### config.mk
export PLATFORM = sky130hd
export DESIGN_NAME = ioexp_window_decoder
export DESIGN_NICKNAME = d
export VERILOG_FILES = /design/src/rtl/iowin_pkg.sv /design/src/rtl/iowin_qual.sv /design/src/rtl/iowin_slave_dec.sv /design/src/rtl/iowin_conflict.sv /design/src/rtl/ioexp_window_decoder.sv
export SDC_FILE = /design/constraint.sdc
export NUM_CORES = 1
export LEC_CHECK = 0
export BUFFER_PORTS_ARGS = -buffer_cell sky130_fd_sc_hd__buf_2
export CORE_MARGIN = 10
export CORE_UTILIZATION = 49
export DETAILED_ROUTE_END_ITERATION = 8
export MAX_ROUTING_LAYER = met4
export PLACE_DENSITY = 0.87
export SLEW_MARGIN = 10
export SYNTH_ARGS = -nofsm -noshare
export SYNTH_HDL_FRONTEND = slang
export SYNTH_SLANG_ARGS = --single-unit
### constraint.sdc
create_clock -name clk -period 2.9 [get_ports clk]
set_input_delay 0.145 -clock clk [delete_from_list [all_inputs] [get_ports clk]]
set_output_delay 0.145 -clock clk [all_outputs]
set_load 0.02 [all_outputs]
### src/rtl/iowin_pkg.sv
package iowin_pkg;
    localparam int ADDR_W = 16;

    typedef enum logic [1:0] {
        KIND_A8   = 2'd0,
        KIND_A10  = 2'd1,
        KIND_FULL = 2'd2
    } slv_kind_e;

    typedef struct packed {
        logic              active;
        logic              qual_n;
        logic [ADDR_W-1:0] addr;
    } cyc_state_t;
endpackage

### src/rtl/iowin_qual.sv
module iowin_qual
    import iowin_pkg::*;
#(
    parameter logic [ADDR_W-1:0] WIN_LO = 16'hFC00
) (
    input  logic              clk,
    input  logic              rst_n,
    input  logic              win_en_i,
    input  logic              io_req_i,
    input  logic [ADDR_W-1:0] addr_i,
    output logic              active_o,
    output logic              qual_n_o,
    output logic [ADDR_W-1:0] cap_addr_o
);
    cyc_state_t st_d, st_q;
    logic       in_win;

    always_comb begin
        in_win = (addr_i >= WIN_LO);
        st_d   = st_q;
        if (!io_req_i) begin
            st_d.active = 1'b0;
            st_d.qual_n = 1'b1;
        end else if (!st_q.active) begin
            // first edge of the cycle: capture window decision and address
            st_d.active = 1'b1;
            st_d.qual_n = ~(win_en_i & in_win);
            st_d.addr   = addr_i;
        end
    end

    always_ff @(posedge clk or negedge rst_n) begin
        if (!rst_n) begin
            st_q <= '{active: 1'b0, qual_n: 1'b1, addr: '0};
        end else begin
            st_q <= st_d;
        end
    end

    assign active_o   = st_q.active;
    assign qual_n_o   = st_q.qual_n;
    assign cap_addr_o = st_q.addr;
endmodule

### src/rtl/iowin_slave_dec.sv
module iowin_slave_dec
    import iowin_pkg::*;
#(
    parameter logic [1:0]        KIND = 2'd0,
    parameter logic [ADDR_W-1:0] BASE = 16'h0000
) (
    input  logic              cyc_ok_i,
    input  logic              qual_n_i,
    input  logic [ADDR_W-1:0] addr_i,
    output logic              sel_o
);
    localparam int CMP_W = (KIND == KIND_A8)  ? 8  :
                           (KIND == KIND_A10) ? 10 : ADDR_W;
    localparam logic [ADDR_W-1:0] MASK = {ADDR_W{1'b1}} >> (ADDR_W - CMP_W);

    logic hit;
    logic qual_ok;

    assign hit = (((addr_i ^ BASE) & MASK) == '0);

    generate
        if (KIND == KIND_FULL) begin : g_full
            assign qual_ok = qual_n_i;
        end else begin : g_partial
            assign qual_ok = ~qual_n_i;
        end
    endgenerate

    assign sel_o = cyc_ok_i & qual_ok & hit;
endmodule

### src/rtl/iowin_conflict.sv
module iowin_conflict #(
    parameter int NUM_SLV = 4
) (
    input  logic [NUM_SLV-1:0] sel_i,
    output logic               conflict_o
);
    localparam int CNT_W = $clog2(NUM_SLV + 1);

    logic [CNT_W-1:0] cnt;

    always_comb begin
        cnt = '0;
        for (int i = 0; i < NUM_SLV; i++) begin
            cnt = cnt + CNT_W'(sel_i[i]);
        end
        conflict_o = (cnt > CNT_W'(1));
    end
endmodule

### src/rtl/ioexp_window_decoder.sv
module ioexp_window_decoder
    import iowin_pkg::*;
#(
    parameter int                        NUM_SLV  = 4,
    parameter logic [ADDR_W-1:0]         WIN_LO   = 16'hFC00,
    parameter logic [NUM_SLV*2-1:0]      SLV_KIND = {2'd1, 2'd2, 2'd1, 2'd0},
    parameter logic [NUM_SLV*ADDR_W-1:0] SLV_BASE = {16'h00B2, 16'h0060, 16'h02C4, 16'h00B2}
) (
    input  logic               clk,
    input  logic               rst_n,
    input  logic               win_en_i,
    input  logic               io_req_i,
    input  logic               rd_i,
    input  logic               wr_i,
    input  logic [15:0]        addr_i,
    output logic               qual_n_o,
    output logic [NUM_SLV-1:0] sel_o,
    output logic               conflict_o
);
    logic              active;
    logic [ADDR_W-1:0] cap_addr;
    logic              cyc_ok;

    iowin_qual #(.WIN_LO(WIN_LO)) qual_i (
        .clk       (clk),
        .rst_n     (rst_n),
        .win_en_i  (win_en_i),
        .io_req_i  (io_req_i),
        .addr_i    (addr_i),
        .active_o  (active),
        .qual_n_o  (qual_n_o),
        .cap_addr_o(cap_addr)
    );

    assign cyc_ok = io_req_i & active & (rd_i | wr_i);

    generate
        for (genvar s = 0; s < NUM_SLV; s++) begin : g_slv
            iowin_slave_dec #(
                .KIND(SLV_KIND[s*2 +: 2]),
                .BASE(SLV_BASE[s*ADDR_W +: ADDR_W])
            ) dec_i (
                .cyc_ok_i(cyc_ok),
                .qual_n_i(qual_n_o),
                .addr_i  (cap_addr),
                .sel_o   (sel_o[s])
            );
        end
    endgenerate

    iowin_conflict #(.NUM_SLV(NUM_SLV)) conf_i (
        .sel_i     (sel_o),
        .conflict_o(conflict_o)
    );
endmodule

* After elaboration in Yosys (flattened, before gate mapping) *
Cells that the tools add are included.

storage, ports and cells
  flip-flop bits (word level) = 18
  input port bits = 22
  logic and storage cells = 32

operators by class
  add/sub/neg operators = 3
  $lt $le $gt $ge = 2
  eq/ne operators = 1
  multiplexer cells = 2
  bitwise logic cells = 16
  reductions and logical operators = 5

operator list
  operator                number
  $logic_not A16 Y1       4
  $mux W17                1
  $ge A16 B16 Y1 const B  1
  $and A1 B1 Y1           9
  $not A4 Y4              2
  $add A3 B1 Y3           2
  $gt A3 B1 Y1 const B    1
  $not A1 Y1              3
  $add A1 B1 Y2           1
  $mux W2                 1
  $ne A2 B2 Y1 const B    1
  $not A2 Y2              1
  $reduce_and A2 Y1       1
  $or A1 B1 Y1            1

* Depth between registers and ports, before layout *
Gate-level depths: netlist of the first run.

  depth in word-level cells = 8
  mapped depth = 8
  depth with buffers taken out = 8

* Modules after synthesis *
From an unflattened synthesis of the first run, not the netlist that was laid out.

unflattened totals
  cell total of the unflattened synthesis = 67
  area, all modules = 957.2 um2

by module, submodules not included
  module                                times used  cells an instance  area an instance (um2)
  iowin_qual                            1           42                 742.0
  iowin_slave_dec (g_slv[1].dec_i ...)  2           4                  41.3
  iowin_slave_dec (g_slv[2].dec_i)      1           7                  48.8
  iowin_conflict                        1           6                  43.8
  iowin_slave_dec (g_slv[0].dec_i)      1           3                  30.0
  ioexp_window_decoder                  1           1                  10.0

* Least setup slack after synthesis of the first run *
Ideal clock, no wire load.

  kind = reg-to-output
  start point = register qual_i.st_q (netlist bit qual_i.qual_n_o)
  end point = output conflict_o
  arrival time = 2283 ps
  data required time = 2755 ps
  path slack = 472 ps
  stages on the path, launching flop included = 9
  buffers on the path = 0
  cell sequence = dfstp_2 -> nand2b_1 -> or4_4 -> nor2_1 -> ha_1 -> ha_1 -> nor3b_1 -> nand2_1 -> o31ai_2

on the way
  longest elaborated chain between the ends = 7
  elaborated cells between the ends (all ways) = 11
  classes of those cells = add/sub: 3; order compare: 1; bitwise: 7

RTL lines
  item                            RTL line                    text
  from (decl)                     iowin_qual.sv:15            cyc_state_t st_d, st_q;
  from (signal assigned)          iowin_qual.sv:34            st_q <= '{active: 1'b0, qual_n: 1'b1, addr: '0};
  from (signal assigned)          iowin_qual.sv:36            st_q <= st_d;
  $not A1 Y1                      iowin_slave_dec.sv:25       assign qual_ok = ~qual_n_i;
  $and A1 B1 Y1 (2 in a row)      iowin_slave_dec.sv:29       assign sel_o = cyc_ok_i & qual_ok & hit;
  named net g_slv[0].dec_i.sel_o  iowin_slave_dec.sv:10       output logic sel_o
  $add A1 B1 Y2                   iowin_conflict.sv:14        cnt = cnt + CNT_W'(sel_i[i]);
  $add A3 B1 Y3 (2 in a row)      iowin_conflict.sv:14
  $gt A3 B1 Y1                    iowin_conflict.sv:16        conflict_o = (cnt > CNT_W'(1));
  to (decl)                       ioexp_window_decoder.sv:18  output logic conflict_o

The timed path passes the listed nets, and every way through them passes these cells.

* Worst setup path after layout of the first run *
  start point = register qual_i.st_q (netlist bit qual_i.qual_n_o)
  end point = output conflict_o

on the way
  longest elaborated chain between the ends = 7
  elaborated cells between the ends (all ways) = 11
  classes of those cells = add/sub: 3; order compare: 1; bitwise: 7

RTL lines
  item                        RTL line
  $not A1 Y1                  iowin_slave_dec.sv:25
  $and A1 B1 Y1 (2 in a row)  iowin_slave_dec.sv:29
  $add A1 B1 Y2               iowin_conflict.sv:14
  $add A3 B1 Y3               iowin_conflict.sv:14
  $add A3 B1 Y3 *             iowin_conflict.sv:14
  $gt A3 B1 Y1 *              iowin_conflict.sv:16

Mark *: on every way between the ends. The rest lies on a longest branch, timed or not.

==> impl_metrics.env, run 1 <==
export IMPL_max_slew_margin_rel_pct=48.77
export IMPL_yosys_warnings=0
export IMPL_multi_input_area_um2=411.6
export IMPL_synthesis_nets=94
export IMPL_grt_pass1_vias=746
export IMPL_synth_edf_count=0
export IMPL_num_rows=15
export IMPL_timing_final_ws_setup_ns=0.1835
export IMPL_clock_sinks=18
export IMPL_min_period_ns=2.717
export IMPL_worst_pin_slew_ns=0.7668
export IMPL_vias=653
export IMPL_synth_avg_cell_area_um2=12.76
export IMPL_fmax_mhz=368.1
export IMPL_post_place_ws_ns=0.2876
export IMPL_gp_congestion=0.7675
export IMPL_ys_flop_type="dfrtp_1"
export IMPL_grt_pass1_wl_um=3291
export IMPL_cts_buffers=3
export IMPL_seqCellArea_um2=451.7
export IMPL_clk_pin_slew_ns=0.10
export IMPL_drt_iter0_markers=15
export IMPL_io_pins=28
export IMPL_synth_commonest_cells="dfrtp_1, mux2_2, buf_4, nor3_1"
export IMPL_p_per_area_nw_per_um2=494.4
export IMPL_overflow=0
export IMPL_ctsHtreeMaxLevel=1
export IMPL_status="finished clean"
export IMPL_power_w=0.0005456
export IMPL_fillers=151
export IMPL_final_nets=124
export IMPL_remaining_drc_errors=0
export IMPL_port_buffers=27
export IMPL_finalNonFillerCells=124
export IMPL_clk_path_buf_depth=2
export IMPL_ir_drop_v=0.0002453
export IMPL_synth_cell_area_um2=893.4
export IMPL_max_cap_violations=0
export IMPL_antenna_found_initial=0
export IMPL_synth_seq_area_share_pct=50.56
export IMPL_grt_max_degree=19
export IMPL_clock_latency_ns=0.30
export IMPL_p_leak_nw=0.4869
export IMPL_wl_per_cell_um=15.40
export IMPL_rr_startpoint="qual_i.active_o"
export IMPL_dp_hpwl_um=1577
export IMPL_drv_slew=0
export IMPL_dieArea_um2=3931
export IMPL_worst_hold_slack_ns=0.07329
export IMPL_synthCells=70
export IMPL_end_kind="primary output"
export IMPL_slowest_stage="or4_4"
export IMPL_finalHoldViolCount=0
export IMPL_hp_class="primary input to flip-flop"
export IMPL_fin_skew_ns=0.005756
export IMPL_detail_route_antenna_nets=0
export IMPL_crit_arrival_ns=2.57
export IMPL_startpoint="qual_i.qual_n_o"
export IMPL_synth_cell_types=23
export IMPL_start_kind="flip-flop"
export IMPL_r2r_end="qual_i.cap_addr_o[11]"
export IMPL_setup_violations=0
export IMPL_endpoint="conflict_o"
export IMPL_period_share_pct=93.67
export IMPL_worstPathMaxFanout=4
export IMPL_routed_wl_um=1909
export IMPL_dr_pass1_iters=4
export IMPL_synth_area_top_cells="dfrtp_1, mux2_2, buf_4, dfstp_2, ha_1"
export IMPL_layout_drive_gt1_share_pct=59.60
export IMPL_vias_per_cell=5.266
export IMPL_r2r_slack_ns=1.13
export IMPL_finalSetupTns_ns=0
export IMPL_syn_to_final_growth_pct=23.53
export IMPL_grt_usage_pct=10.59
export IMPL_cts_tree="done"
export IMPL_critPathMaxStageDelay_ns=0.50
export IMPL_synth_top_area_cell="dfrtp_1"
export IMPL_synth_seq_cells=18
export IMPL_dp_cells=117
export IMPL_netlist_area_leader_share_pct=47.62
export IMPL_crit_type="flip-flop to primary output"
export IMPL_yosysMostFrequentCell="dfrtp_1"
export IMPL_ys_async_sr_fraction_pct=100.0
export IMPL_die_w_um=62.70
export IMPL_die_height_um=62.70
export IMPL_cp_common_cell="ha_1"
export IMPL_required_ns=2.76
export IMPL_initial_core_util_pct=51.74
export IMPL_diodes=0
export IMPL_cts_root_buf="clkbuf_4"
export IMPL_path_cells="nand2b_1 > or4_4 > nor2_2 > ha_1 > ha_1 > nor3b_2 > nand2_1 > o31ai_2 > buf_4"
export IMPL_core_um2=1727
export IMPL_reg2reg_depth=3
export IMPL_rsz0062_at_grt="false"
cell usage in the layout, fill, tap and decap left out:
master	count
and4bb_2	1
buf_2	26
buf_4	3
clkbuf_4	3
clkbuf_8	1
dfrtp_1	17
dfstp_2	1
dlygate4sd3_1	2
ha_1	2
mux2_2	16
nand2_1	3
nand2b_1	2
nand2b_4	1
nand3_1	1
nand3b_1	1
nand4_1	1
nor2_1	2
nor2_2	1
nor2b_1	2
nor3_1	3
nor3_2	1
nor3b_2	1
nor4_2	1
nor4b_1	1
o211ai_1	1
o21ai_0	2
o31ai_2	1
or4_4	2
flip-flops by register name, summed over array words and instances, names as in the netlist:
| name | cells |
|---|---|
| qual_i.active_o | 1 |
| qual_i.cap_addr_o | 16 |
| qual_i.qual_n_o | 1 |
per-stage QoR:
stage          utilization, %  area, µm²
2_1_floorplan               -      893.4
3_3_place_gp            59.35       1025
3_5_place_dp            59.35       1025
4_1_cts                 62.90       1086
5_1_grt                 63.91       1104
6_report                63.91       1104
cell type report:
type                            instances  share of cell area, %
Timing Repair Buffer                   31                  15.65
Multi-Input combinational cell         46                  37.30
Sequential cell                        18                  40.93
Tap cell                               25                  2.834
Clock buffer                            4                  3.288
report_power, final:
part | switching [W] | internal (W) | total (W) | leakage, nW
Combinational | 0.0000299 | 0.0000512 | 0.0000811 | 0.256
Clock | 0.0000779 | 0.0000767 | 0.000155 | 0.0210
Sequential | 0.0000255 | 0.000284 | 0.000310 | 0.210
Total | 0.000133 | 0.000412 | 0.000546 | 0.487
cell families (layout without fill, tap and decap cells):
kind of cell / count (synthesis) / in the layout / synth area share (%)
DFF: 18 / 18 / 50.56
muxes: 16 / 16 / 20.17
AOI/OAI and AO/OA: 4 / 4 / 3.361
and+or+nand+nor: 24 / 24 / 18.35
adders and majority gates: 2 / 2 / 2.801
buffers and inverters: 6 / 35 / 4.762
repair_timing:
action	4_1_cts	5_1_grt
hold endpoints to repair	18	0
resized for setup	1	3
hold buffers	2	0
setup endpoints to repair	1	1
buffers inserted	0	1
pin swaps	0	2
metal layers:
metal  wire length [µm]  global-route usage, %  up-vias
li1                   -                      -      308
met1                768                  11.18      316
met2                955                  17.44       24
met3                132                  2.867        5
met4                 53                  6.145        0
met5                  0                      -        -
critical path: cells and delay by family, from the launching register on:
kind	cells	cell delay, ns
AO/OA/AOI/OAI	1	0.18
buffers and inverters	1	0.17
AND/OR/NAND/NOR	5	1.01
flip-flops	1	0.40
adder cells (fa/ha/maj)	2	0.52
worst min path at each step:
stage	from	end	slack (ns)	cells after the start
floorplan	rst_n	qual_i.active_o	-0.15	0
global placement	rst_n	qual_i.cap_addr_o[6]	0.09	1
detailed placement	rst_n	qual_i.cap_addr_o[4]	0.09	1
CTS	addr_i[0]	qual_i.cap_addr_o[0]	0.06	2
global route	addr_i[0]	qual_i.cap_addr_o[0]	0.05	2
finish	addr_i[0]	qual_i.cap_addr_o[0]	0.07	2
No activity file was read; power rests on OpenSTA's default activity.
==> run 2, diff against run 1 <==
--- a/config.mk
+++ b/config.mk
@@ -9,6 +9,7 @@
 export CORE_MARGIN = 10
 export CORE_UTILIZATION = 49
 export DETAILED_ROUTE_END_ITERATION = 8
+export HOLD_SLACK_MARGIN = 0.03
 export MAX_ROUTING_LAYER = met4
 export PLACE_DENSITY = 0.87
 export SLEW_MARGIN = 10
==> constraint.sdc (replaced) <==
create_clock -name clk -period 3.05 [get_ports clk]
set_input_delay 0 -clock clk [delete_from_list [all_inputs] [get_ports clk]]
set_output_delay 0 -clock clk [all_outputs]
set_load 0.02 [all_outputs]
==> run 2 against run 1 <==
Net effect:
- sequential share of layout area fell by 4.5 points
- sequential power decreased by 5%
- register-to-register slack better by 0.16 ns
- clock skew increased by 0.0048 ns
- combinational power rose by 16%
- hold slack gained 0.047 ns
- cell count is 12% higher
==> impl_metrics.env, run 2 (synthesis results as in run 1) <==
export IMPL_clk_pin_slew_ns=0.11
export IMPL_cts_buffers=3
export IMPL_detail_route_antenna_nets=0
export IMPL_final_nets=139
export IMPL_end_kind="primary output"
export IMPL_die_w_um=62.70
export IMPL_required_ns=3.05
export IMPL_max_cap_violations=0
export IMPL_final_cell_mix="buf_2, dlygate4sd3_1, dfrtp_1, mux2_2, nor3_1"
export IMPL_fmax_mhz=359.0
export IMPL_start_kind="flip-flop"
export IMPL_p_leak_nw=0.5485
export IMPL_setup_violations=0
export IMPL_io_pins=28
export IMPL_largest_reg_flops=16
export IMPL_ir_drop_v=0.0002486
export IMPL_clock_latency_ns=0.31
export IMPL_fin_skew_ns=0.01057
export IMPL_max_slew_margin_rel_pct=49.94
export IMPL_ctsHtreeMaxLevel=1
export IMPL_drt_iter0_markers=15
export IMPL_vias_per_cell=5.115
export IMPL_finalHoldViolCount=0
export IMPL_diodes=0
export IMPL_routed_wl_um=2189
export IMPL_grt_pass1_wl_um=3857
export IMPL_wl_per_cell_um=15.75
export IMPL_dr_pass1_iters=4
export IMPL_clk_path_buf_depth=2
export IMPL_rsz0062_at_grt="false"
export IMPL_dp_hpwl_um=1577
export IMPL_worstPathMaxFanout=3
export IMPL_status="finished clean"
export IMPL_fillers=132
export IMPL_period_share_pct=91.34
export IMPL_hp_class="primary input to flip-flop"
export IMPL_grt_max_degree=19
export IMPL_syn_to_final_growth_pct=38.94
export IMPL_grt_usage_pct=12.45
export IMPL_worst_pin_slew_ns=0.7493
export IMPL_final_common_cell="buf_2"
export IMPL_design_area_um2=1241
export IMPL_clock_sinks=18
export IMPL_initial_core_util_pct=51.74
export IMPL_crit_arrival_ns=2.79
export IMPL_cts_repair_resized=0
export IMPL_cts_tree="done"
export IMPL_port_buffers=27
export IMPL_p_per_area_nw_per_um2=434.8
export IMPL_core_um2=1727
export IMPL_finalSetupTns_ns=0
export IMPL_antenna_found_initial=0
export IMPL_drv_slew=0
export IMPL_remaining_drc_errors=0
export IMPL_dieArea_um2=3931
export IMPL_post_dp_cell_area_um2=1025
export IMPL_cts_root_buf="clkbuf_4"
export IMPL_overflow=0
export IMPL_gp_congestion=0.7675
export IMPL_grt_pass1_vias=810
export IMPL_vias=711
export IMPL_layout_drive_gt1_share_pct=48.25
export IMPL_die_height_um=62.70
export IMPL_min_period_ns=2.786
export IMPL_num_rows=15
export IMPL_crit_type="flip-flop to primary output"
## run 2: cell types whose count changed in the layout (fill, tap and decap cells not counted), sizes merged
| cell | change |
|---|---|
| buf | -1 |
| dlygate4sd3 | +16 |
## run 2: final cells by class
cell class | count | area [µm²] | area share (%)
flip-flops and latches | 18 | 451.7 | 36.39
well taps | 25 | 31.28 | 2.520
repair buffers | 46 | 322.8 | 26.01
multi-input cells | 46 | 399.1 | 32.16
clock buffers | 4 | 36.28 | 2.923
## run 2: critical path, stage by stage, from the launching register on
cell and delay, ns:
dfrtp_1 0.42, nor4b_1 0.33, o211ai_1 0.22, nor3_1 0.32
ha_1 0.30, ha_1 0.27, nor3b_1 0.18, nand2_1 0.09
o31ai_2 0.17, buf_2 0.19
## run 2: routing by layer
| layer | part of all wire [%] | GRT usage, % | routed length, µm | up-vias |
|---|---|---|---|---|
| met4 | 3.0 | 6.704 | 65 | 0 |
| met2 | 51 | 19.87 | 1106 | 22 |
| met3 | 5.2 | 2.688 | 114 | 8 |
| li1 | - | - | - | 336 |
| met1 | 41 | 14.23 | 902 | 345 |
| met5 | 0 | - | 0 | - |
## run 2: path summary, 6_finish.rpt
check                                     startpoint               endpoint  slack, ns  cells past startpoint
max in group asynchronous                      rst_n        qual_i.qual_n_o       2.59                      2
worst max-delay path            qual_i.cap_addr_o[8]             conflict_o       0.26                      9
min in group asynchronous                      rst_n   qual_i.cap_addr_o[9]       0.15                      2
worst min-delay path                        win_en_i        qual_i.qual_n_o       0.12                      4
worst min register to register  qual_i.cap_addr_o[0]   qual_i.cap_addr_o[0]       0.51                      1
worst max register to register       qual_i.active_o  qual_i.cap_addr_o[14]       1.29                      3
## run 2: where the power goes
part           internal, W  switching [W]
sequential        0.000270      0.0000251
clock            0.0000729      0.0000775
combinational    0.0000620      0.0000317
total             0.000405       0.000134
## run 2: what timing repair did
item / in CTS / in global routing
buffers inserted: 0 / 0
hold buffers: 18 / 0
hold endpoints to repair: 36 / 0
endpoints found under the setup margin: 0 / 0
## run 2: metrics by stage
step | setup slack, ns | utilization, % | std cells | hold WS, ns | power [W]
global route | 0.06360 | 71.88 | 139 | 0.2031 | 0.0005672
floorplan | 0.7667 | - | 70 | -0.2956 | 0.0003421
finish | 0.2642 | 71.88 | 139 | 0.1203 | 0.0005397
global placement | 0.7684 | 59.35 | 117 | -0.05884 | 0.0003702
detailed placement | 0.5826 | 59.35 | 117 | -0.05076 | 0.0003754
CTS | 0.2344 | 71.88 | 139 | 0.1318 | 0.0005379
